File: config.mk
export PLATFORM = sky130hd
export DESIGN_NAME = trace_capture_ctrl
export DESIGN_NICKNAME = d
export VERILOG_FILES = /design/src/rtl/trc_pkg.sv /design/src/rtl/trc_arm_ctrl.sv /design/src/rtl/trc_fill_tracker.sv /design/src/rtl/trc_store.sv /design/src/rtl/trace_capture_ctrl.sv
export SDC_FILE = /design/constraint.sdc
export NUM_CORES = 1
export LEC_CHECK = 0
export ABC_AREA = 1
export CAP_MARGIN = 20
export CELL_PAD_IN_SITES_DETAIL_PLACEMENT = 1
export CELL_PAD_IN_SITES_GLOBAL_PLACEMENT = 1
export CORE_MARGIN = 3
export CORE_UTILIZATION = 45
export CTS_CLUSTER_DIAMETER = 200
export DETAILED_ROUTE_END_ITERATION = 16
export PLACE_DENSITY_LB_ADDON = 0.2
export SETUP_SLACK_MARGIN = 0.02
export SLEW_MARGIN = 20
export SYNTH_ARGS = -nofsm -noshare
export SYNTH_HDL_FRONTEND = slang
export SYNTH_SLANG_ARGS = --single-unit
File: constraint.sdc
create_clock -name clk -period 5.8 [get_ports clk]
set_clock_uncertainty 0.05 [all_clocks]
set_input_delay 1.16 -clock clk [delete_from_list [all_inputs] [get_ports clk]]
set_output_delay 1.16 -clock clk [all_outputs]
set_load 0.02 [all_outputs]
File: src/rtl/trc_pkg.sv
// Shared types for the trace capture controller.
// Assumes: the depth is a power of two, so pointers wrap naturally.
package trc_pkg;

    typedef enum logic {
        TRIG_BEGIN = 1'b0,   // record from the trigger until the store is full
        TRIG_END   = 1'b1    // record from arming until the trigger
    } trig_mode_e;

endpackage

File: src/rtl/trc_arm_ctrl.sv
// Arming state machine: holds the armed bit, the latched mode and break
// enable, and decides which strobes are accepted as captures.
// Assumes: cfg_wr has priority over every capture in the same cycle, and
// at_last comes from the fill tracker (count equals its maximum).
module trc_arm_ctrl
    import trc_pkg::*;
(
    input  logic clk,
    input  logic rst_n,
    input  logic cfg_wr,
    input  logic cfg_arm,
    input  logic cfg_end_mode,
    input  logic cfg_brk_en,
    input  logic trig,
    input  logic cap_stb,
    input  logic at_last,
    output logic armed,
    output logic cap_en,
    output logic clr,
    output logic disarm_evt,
    output logic brk_req
);

    trig_mode_e mode_q;
    logic       brk_en_q;
    logic       started_q;
    logic       window_open;

    // Recording window: end mode is open while armed; begin mode opens at the trigger.
    always_comb begin
        window_open = (mode_q == TRIG_END) || started_q || trig;
        cap_en      = armed && !cfg_wr && cap_stb && window_open;
        clr         = cfg_wr && cfg_arm;
    end

    // Arm state, mode latch and one-cycle disarm and breakpoint pulses.
    always_ff @(posedge clk) begin
        if (!rst_n) begin
            armed      <= 1'b0;
            mode_q     <= TRIG_BEGIN;
            brk_en_q   <= 1'b0;
            started_q  <= 1'b0;
            disarm_evt <= 1'b0;
            brk_req    <= 1'b0;
        end else begin
            disarm_evt <= 1'b0;
            brk_req    <= 1'b0;
            if (cfg_wr) begin
                armed <= cfg_arm;
                if (cfg_arm) begin
                    mode_q    <= trig_mode_e'(cfg_end_mode);
                    brk_en_q  <= cfg_brk_en;
                    started_q <= 1'b0;
                end
            end else if (armed) begin
                if (mode_q == TRIG_BEGIN) begin
                    if (trig) begin
                        started_q <= 1'b1;
                    end
                    if (cap_en && at_last) begin
                        armed      <= 1'b0;
                        disarm_evt <= 1'b1;
                        brk_req    <= brk_en_q;
                    end
                end else if (trig) begin
                    armed      <= 1'b0;
                    disarm_evt <= 1'b1;
                end
            end
        end
    end

endmodule

File: src/rtl/trc_fill_tracker.sv
// Valid-word count and sticky wrap flag. The count is also the write
// position, because both start at zero on arming and step together.
// Assumes: DEPTH is a power of two, so CNT_W bits wrap at DEPTH.
module trc_fill_tracker #(
    parameter int DEPTH = 64,
    localparam int CNT_W = $clog2(DEPTH)
) (
    input  logic             clk,
    input  logic             rst_n,
    input  logic             clr,
    input  logic             cap_en,
    output logic [CNT_W-1:0] count,
    output logic             full,
    output logic             at_last
);

    localparam logic [CNT_W-1:0] LAST = CNT_W'(DEPTH - 1);

    // Flags the capture that completes a lap of the store.
    always_comb begin
        at_last = (count == LAST);
    end

    // Count update and full flag set on the wrap to zero.
    always_ff @(posedge clk) begin
        if (!rst_n) begin
            count <= '0;
            full  <= 1'b0;
        end else if (clr) begin
            count <= '0;
            full  <= 1'b0;
        end else if (cap_en) begin
            count <= count + 1'b1;
            if (at_last) begin
                full <= 1'b1;
            end
        end
    end

endmodule

File: src/rtl/trc_store.sv
// Circular word store with one write port and one oldest-relative
// combinational read port.
// Assumes: wptr is the next slot to write; the store is not reset.
module trc_store #(
    parameter int DATA_W = 16,
    parameter int DEPTH  = 64,
    localparam int PTR_W = $clog2(DEPTH)
) (
    input  logic              clk,
    input  logic              wr_en,
    input  logic [PTR_W-1:0]  wptr,
    input  logic [DATA_W-1:0] wr_data,
    input  logic              full,
    input  logic [PTR_W-1:0]  rd_idx,
    output logic [DATA_W-1:0] rd_data
);

    logic [DATA_W-1:0] mem [DEPTH];
    logic [PTR_W-1:0]  base;
    logic [PTR_W-1:0]  rd_addr;

    // Oldest entry: the next write slot after a wrap, slot zero before it.
    always_comb begin
        base    = full ? wptr : '0;
        rd_addr = base + rd_idx;
        rd_data = mem[rd_addr];
    end

    // Writes one word per accepted capture.
    always_ff @(posedge clk) begin
        if (wr_en) begin
            mem[wptr] <= wr_data;
        end
    end

endmodule

File: src/rtl/trace_capture_ctrl.sv
// Top of the trace capture controller: connects the arming state machine,
// the fill tracker and the circular store.
// Assumes: a synchronous active-low reset and a single clock domain.
module trace_capture_ctrl #(
    parameter int DATA_W = 16,
    parameter int DEPTH  = 64,
    localparam int CNT_W = $clog2(DEPTH)
) (
    input  logic              clk,
    input  logic              rst_n,
    input  logic              cfg_wr,
    input  logic              cfg_arm,
    input  logic              cfg_end_mode,
    input  logic              cfg_brk_en,
    input  logic              trig,
    input  logic              cap_stb,
    input  logic [DATA_W-1:0] cap_data,
    input  logic [CNT_W-1:0]  rd_idx,
    output logic [DATA_W-1:0] rd_data,
    output logic              armed,
    output logic [CNT_W-1:0]  count,
    output logic              full,
    output logic              disarm_evt,
    output logic              brk_req
);

    logic cap_en;
    logic clr;
    logic at_last;

    trc_arm_ctrl u_arm (
        .clk          (clk),
        .rst_n        (rst_n),
        .cfg_wr       (cfg_wr),
        .cfg_arm      (cfg_arm),
        .cfg_end_mode (cfg_end_mode),
        .cfg_brk_en   (cfg_brk_en),
        .trig         (trig),
        .cap_stb      (cap_stb),
        .at_last      (at_last),
        .armed        (armed),
        .cap_en       (cap_en),
        .clr          (clr),
        .disarm_evt   (disarm_evt),
        .brk_req      (brk_req)
    );

    trc_fill_tracker #(.DEPTH(DEPTH)) u_fill (
        .clk     (clk),
        .rst_n   (rst_n),
        .clr     (clr),
        .cap_en  (cap_en),
        .count   (count),
        .full    (full),
        .at_last (at_last)
    );

    trc_store #(.DATA_W(DATA_W), .DEPTH(DEPTH)) u_store (
        .clk     (clk),
        .wr_en   (cap_en),
        .wptr    (count),
        .wr_data (cap_data),
        .full    (full),
        .rd_idx  (rd_idx),
        .rd_data (rd_data)
    );

endmodule

==> results of run 1 <==
## registers in the layout (all words and copies together) (netlist names)
signal	count
u_fill.full	1
u_store.mem	1024
u_arm.mode_q	1
u_arm.disarm_evt	1
u_arm.armed	1
u_fill.count	6
u_arm.brk_en_q	1
u_arm.brk_req	1
u_arm.started_q	1
## per-layer routing
| layer | track usage (%) | vias to the layer above | routed length, µm |
|---|---|---|---|
| li1 | - | 14785 | - |
| met4 | 9.63 | 2 | 5440 |
| met2 | 44.1 | 1030 | 66600 |
| met1 | 37.7 | 16324 | 61000 |
| met5 | 0 | - | 18 |
| met3 | 4.74 | 260 | 9770 |
## worst max-delay path: cells and delay by family
family        cells  cell delay (ns)
buf+inv           6             1.56
simple gates      6             0.75
fa+ha+maj         1             0.93
## layout make-up
type | instances | area, µm²
timing repair buffer | 282 | 2940
clock buffer | 133 | 2860
tap | 1287 | 1610
sequential | 1037 | 31000
multi-input combinational | 2396 | 10300
clock inverter | 69 | 546
inverter | 833 | 3140
fill | 10782 | 46800
## synth_stat cells (all sizes together)
master,instances
nand2,1458
edfxtp,1024
inv,832
nand3,731
buf,163
nor2,107
clkbuf,58
o211ai,30
or2,19
dfxtp,13
a21oi,11
nand4,10
o21ai,10
ha,6
nor3,5
xor2,3
xnor2,2
a211oi,1
clkinv,1
fa,1
nand3b,1
nor3b,1
## through the flow
step | hold slack, ns | std cells
floorplan | 0.373 | 4487
global placement | 0.393 | 5831
detailed placement | 0.400 | 5831
CTS | 0.407 | 6035
global route | 0.429 | 6037
finish | 0.404 | 6037
## report_power, final
group	leakage, nW	switching [mW]	internal (mW)
registers	9.31	0.00148	8.23
logic	11.5	0.834	0.339
clock network	1.67	2.97	3.77
total	22.5	3.80	12.3
## repair_timing
action                     CTS  global route
setup buffers                1             1
setup endpoints to repair   15            15
resized for setup           36            14
pin swaps                    0             1
gates cloned                 1             1
## worst min-delay path by stage
stage                                            start                      endpoint  slack, ns  cells past startpoint
after global placement     u_arm.brk_en_q$_SDFFE_PN0P_      u_arm.brk_req$_SDFF_PP0_       0.39                      2
after global routing      u_arm.started_q$_SDFFE_PN0P_  u_arm.started_q$_SDFFE_PN0P_       0.43                      2
final                      u_arm.brk_en_q$_SDFFE_PN0P_      u_arm.brk_req$_SDFF_PP0_       0.40                      2
after floorplan            u_arm.brk_en_q$_SDFFE_PN0P_      u_arm.brk_req$_SDFF_PP0_       0.37                      2
after detailed placement   u_arm.brk_en_q$_SDFFE_PN0P_      u_arm.brk_req$_SDFF_PP0_       0.40                      2
after CTS                  u_arm.brk_en_q$_SDFFE_PN0P_      u_arm.brk_req$_SDFF_PP0_       0.41                      2
## kinds of logic after synthesis
| family | after synthesis | synth area share (%) |
|---|---|---|
| compound gates | 52 | 0.760 |
| flops | 1037 | 68.2 |
| xor+xnor | 5 | 0.113 |
| simple gates | 2332 | 21.5 |
| buf+inv | 1054 | 9.21 |
| fa+ha+maj | 7 | 0.209 |
==> results.sh, run 1 <==
export IMPL_drive_above_1_share_pct=9.54
export IMPL_vias=32401
export IMPL_clockRootBuffer="clkbuf_16"
export IMPL_rows=115
export IMPL_r2r_end="u_store.mem[5][5]$_DFFE_PP_"
export IMPL_place_area_um2=48900
export IMPL_start_kind="input port"
export IMPL_die_h_um=324
export IMPL_power_density_nw_per_um2=308
export IMPL_peakVddDrop_mv=0.276
export IMPL_cp_max_fo=20
export IMPL_crit_path_start="rd_idx[1]"
export IMPL_num_nets_final=4697
export IMPL_port_buffers=55
export IMPL_rsz0062_at_grt="no"
export IMPL_die_w_um=324
export IMPL_syn_avg_cell_area_um2=10.1
export IMPL_hold_path_class="reg -> reg"
export IMPL_grt_antenna_before_repair=2
export IMPL_grt_pass1_wl_um=211000
export IMPL_areaGrowthSynthToFinish_pct=15.4
export IMPL_fmax_mhz=177
export IMPL_critical_path_most_common_cell="nand3_1"
export IMPL_p_leak_nw=22.5
export IMPL_viasPerCell=5.37
export IMPL_core_um2=99300
export IMPL_clock_sinks=1037
export IMPL_netlist_top_cells_area="edfxtp_1 68%, nand2_1 12%, nand3_1 8.1%"
export IMPL_final_cell_mix="1452 x nand2_1, 1024 x edfxtp_1, 828 x inv_1"
export IMPL_wl_per_cell_um=23.7
export IMPL_ios=56
export IMPL_crit_type="in -> out"
export IMPL_max_stage_delay_ns=0.93
export IMPL_setup_tns_ns=0
export IMPL_grtUsageTotal_pct=27.4
export IMPL_synth_top_area_cell="edfxtp_1"
export IMPL_layout_commonest_cell="nand2_1"
export IMPL_p_total_mw=16.1
export IMPL_initial_utilization_pct=45.8
export IMPL_r2r_start="u_arm.armed$_SDFF_PN0_"
export IMPL_hold_viol=0
export IMPL_slew_viol_final=0
export IMPL_clockBufferDepth=3
export IMPL_r2r_slack_ns=2.70
export IMPL_die_area_um2=105000
export IMPL_ys_ff_latch=1037
export IMPL_cts_buffers=110
export IMPL_synth_cells=4487
export IMPL_netlist_area_um2=45400
export IMPL_endpoint="rd_data[6]"
export IMPL_tightestPinTransition_ns=1.16
export IMPL_relSlewSlack_pct=22.4
export IMPL_gp_congestion=0.861
export IMPL_arrival_ns=4.43
export IMPL_fin_crit_sh_pct=97.3
export IMPL_grt_max_degree=92
export IMPL_outcome="finished clean"
export IMPL_finalWirelength_um=143000
export IMPL_first_iter_violations=3131
export IMPL_cts_tree="done"
export IMPL_grt_overflow=0
export IMPL_critPathRequiredTime_ns=4.59
export IMPL_path_cells="clkdlybuf4s50_1, inv_1, fa_4, buf_12, buf_12, buf_12, nand3_1, nand3_1, nand3_1, nand3_1, nand3_1, nand2_1, dlygate4sd2_1"
export IMPL_setup_ws_ns=0.155
export IMPL_r2r_cells=7
export IMPL_worst_skew_pair_late_latency_ns=0.69
export IMPL_synth_nets=4524
export IMPL_yosysSeqAreaShare_pct=68.2
export IMPL_ys_warn_count=0
export IMPL_place_ws_ns=-0.322
export IMPL_setup_violations=0
export IMPL_cpMaxStageDelayCell="fa_4"
export IMPL_min_period_ns=5.64
export IMPL_cts_hold_buf=0
export IMPL_synth_top_area_share_pct=67.7
export IMPL_firstDrtPassIters=6
export IMPL_path_clk_slew_ns=0.06
export IMPL_route_detailed_drc=0
export IMPL_yosysUniqueCellTypes=30
export IMPL_num_antenna_cells=0
export IMPL_grt_pass1_vias=33059
export IMPL_postRouteAntennaNets=0
export IMPL_design_area_um2=52500
export IMPL_cap_viol_max_count=0
export IMPL_htree_levels=3
export IMPL_place_hpwl_um=87800
export IMPL_fin_util_pct=52.8
export IMPL_crit_path_end_kind="output port"
Note: power is estimated with default switching activity, not from simulation.
==> inputs of run 2 (changes only) <==
--- a/constraint.sdc
+++ b/constraint.sdc
@@ -3,3 +3,3 @@
 set_input_delay 1.16 -clock clk [delete_from_list [all_inputs] [get_ports clk]]
 set_output_delay 1.16 -clock clk [all_outputs]
-set_load 0.02 [all_outputs]
+set_load 0.005 [all_outputs]
==> run 2 against run 1 <==
  * Via count rose by 0.86%
  * Die area did not move
  * Critical path depth rose by 1
  * Routed wire length rose by 1.7%
  * Final area rose by 0.73%
  * Clock power rose by 9.6%
  * Global-route usage rose by 0.51 points
  * Register-to-register slack improved by 0.12 ns
  * Final cell count rose by 0.12%
  * Largest cell class unchanged
  * Largest power group unchanged
  * Highest routed layer is now met4
==> results.sh, run 2 (synthesis gave the netlist of run 1 again) <==
export IMPL_outcome="finished clean"
export IMPL_grt_overflow=0
export IMPL_path_cells="clkdlybuf4s15_2, ha_4, inv_1, fa_4, buf_8, buf_16, buf_12, nand3_1, nand3_1, nand3_1, nand3_2, nand3_1, nand2_2, clkdlybuf4s50_1"
export IMPL_fillers=10736
export IMPL_relSlewSlack_pct=23.6
export IMPL_r2r_cells=8
export IMPL_crit_type="in -> out"
export IMPL_min_period_ns=5.73
export IMPL_clock_sinks=1037
export IMPL_reg_largest_list="u_store.mem x1024, u_fill.count x6"
export IMPL_arrival_ns=4.52
export IMPL_crit_path_start="rd_idx[0]"
export IMPL_final_cell_mix="1449 x nand2_1, 1024 x edfxtp_1, 828 x inv_1"
export IMPL_setup_violations=0
export IMPL_p_total_mw=16.8
export IMPL_htree_levels=3
export IMPL_peakVddDrop_mv=0.329
export IMPL_initial_utilization_pct=45.8
export IMPL_cts_tree="done"
export IMPL_r2r_slack_ns=2.82
export IMPL_fin_crit_sh_pct=98.8
export IMPL_multi_input_area_um2=10400
export IMPL_route_detailed_drc=0
export IMPL_largest_register="u_store.mem"
export IMPL_gp_congestion=0.852
export IMPL_p_leak_nw=22.7
export IMPL_cts_hold_buf=0
export IMPL_drive_above_1_share_pct=9.53
export IMPL_cp_max_fo=23
export IMPL_num_nets_final=4699
export IMPL_die_h_um=324
export IMPL_largest_reg_flops=1024
export IMPL_port_buffers=55
export IMPL_wl_per_cell_um=24.0
export IMPL_postRouteAntennaNets=0
export IMPL_firstDrtPassIters=5
export IMPL_cpMaxStageDelayCell="fa_4"
export IMPL_cap_viol_max_count=0
export IMPL_first_iter_violations=2966
export IMPL_grt_pass1_vias=33734
export IMPL_die_area_um2=105000
export IMPL_hold_path_class="reg -> reg"
export IMPL_rows=115
export IMPL_finalWirelength_um=145000
export IMPL_start_kind="input port"
export IMPL_slew_viol_final=0
export IMPL_clockRootBuffer="clkbuf_16"
export IMPL_areaGrowthSynthToFinish_pct=16.3
export IMPL_core_um2=99300
export IMPL_grt_pass1_wl_um=217000
export IMPL_hold_viol=0
export IMPL_critical_path_most_common_cell="nand3_1"
export IMPL_seq_area_um2=31000
export IMPL_place_hpwl_um=90500
export IMPL_rsz0062_at_grt="yes"
export IMPL_path_clk_slew_ns=0.06
export IMPL_r2r_end="u_store.mem[36][12]$_DFFE_PP_"
export IMPL_r2r_start="u_arm.armed$_SDFF_PN0_"
export IMPL_ios=56
export IMPL_max_stage_delay_ns=0.99
export IMPL_cts_buffers=113
export IMPL_worst_skew_pair_late_latency_ns=0.69
export IMPL_layout_commonest_cell="nand2_1"
export IMPL_die_w_um=324
export IMPL_clockBufferDepth=3
export IMPL_grt_max_degree=79
export IMPL_critPathRequiredTime_ns=4.59
export IMPL_grtUsageTotal_pct=27.9
export IMPL_hold_path_startpoint="u_arm.started_q$_SDFFE_PN0P_"
export IMPL_vias=32679
export IMPL_crit_path_end_kind="output port"
export IMPL_endpoint="rd_data[5]"
export IMPL_fmax_mhz=175
export IMPL_viasPerCell=5.41
export IMPL_tightestPinTransition_ns=1.15
export IMPL_grt_antenna_before_repair=2
export IMPL_power_density_nw_per_um2=318
export IMPL_setup_tns_ns=0
run 2: cell types whose count changed in the layout (fill, tap and decap cells not counted), moves of 5 or more:
cell | previous run | this run
buf_4 | 170 | 165
bufinv_16 | 6 | 17
clkdlybuf4s15_2 | 7 | 1
clkdlybuf4s50_1 | 22 | 37
clkinv_2 | 27 | 21
run 2: timing repair:
item | CTS | global route
gates cloned | 2 | 0
setup buffers | 1 | 3
endpoints found under the setup margin | 16 | 16
pin swaps | 1 | 2
gates resized for setup | 21 | 9
run 2: where the power goes:
| group | switching, mW | internal [mW] |
|---|---|---|
| clock network | 3.03 | 4.36 |
| registers | 0.00150 | 8.23 |
| logic | 0.825 | 0.345 |
| total | 3.85 | 12.9 |
run 2: per-stage QoR:
step	hold slack, ns	area (µm²)	util, %	setup slack, ns	instances
2_1_floorplan	0.373	45400	-	1.68	4487
3_3_place_gp	0.397	48900	49.2	-0.442	5828
3_5_place_dp	0.407	48900	49.2	-0.401	5828
4_1_cts	0.422	52800	53.2	0.0377	6039
5_1_grt	0.446	52800	53.2	-0.0166	6042
6_report	0.419	52800	53.2	0.0717	6044
run 2: area by class of cell:
type                       instances  share of cell area (%)
inverter                         833                    5.96
clock inverter                    71                    1.56
multi-input combinational       2396                    19.6
tap                             1287                    3.05
timing repair buffer             280                    5.51
antenna                            2                 0.00947
sequential                      1037                    58.7
clock buffer                     137                    5.58
timing repair inverter             1                  0.0166
run 2: how the worst min path moves through the flow:
stage                                              end  slack [ns]  cells past startpoint
after global routing       u_arm.brk_en_q$_SDFFE_PN0P_        0.45                      2
after detailed placement      u_arm.brk_req$_SDFF_PP0_        0.41                      2
after CTS                 u_arm.started_q$_SDFFE_PN0P_        0.42                      2
after floorplan               u_arm.brk_req$_SDFF_PP0_        0.37                      2
after global placement        u_arm.brk_req$_SDFF_PP0_        0.40                      2
final                     u_arm.started_q$_SDFFE_PN0P_        0.42                      2
run 2: critical path: cells and delay by family:
family / cells / cell delay [ns]
buffers and inverters: 6 / 1.38
AND/OR/NAND/NOR: 6 / 0.80
adder cells (fa/ha/maj): 2 / 1.14
run 2: layer usage:
layer / track usage [%] / share of wire (%)
met1: 38.9 / 43
met2: 46.2 / 48
met3: 3.58 / 6.2
met4: 7.91 / 2.7
met5: 0 / 0
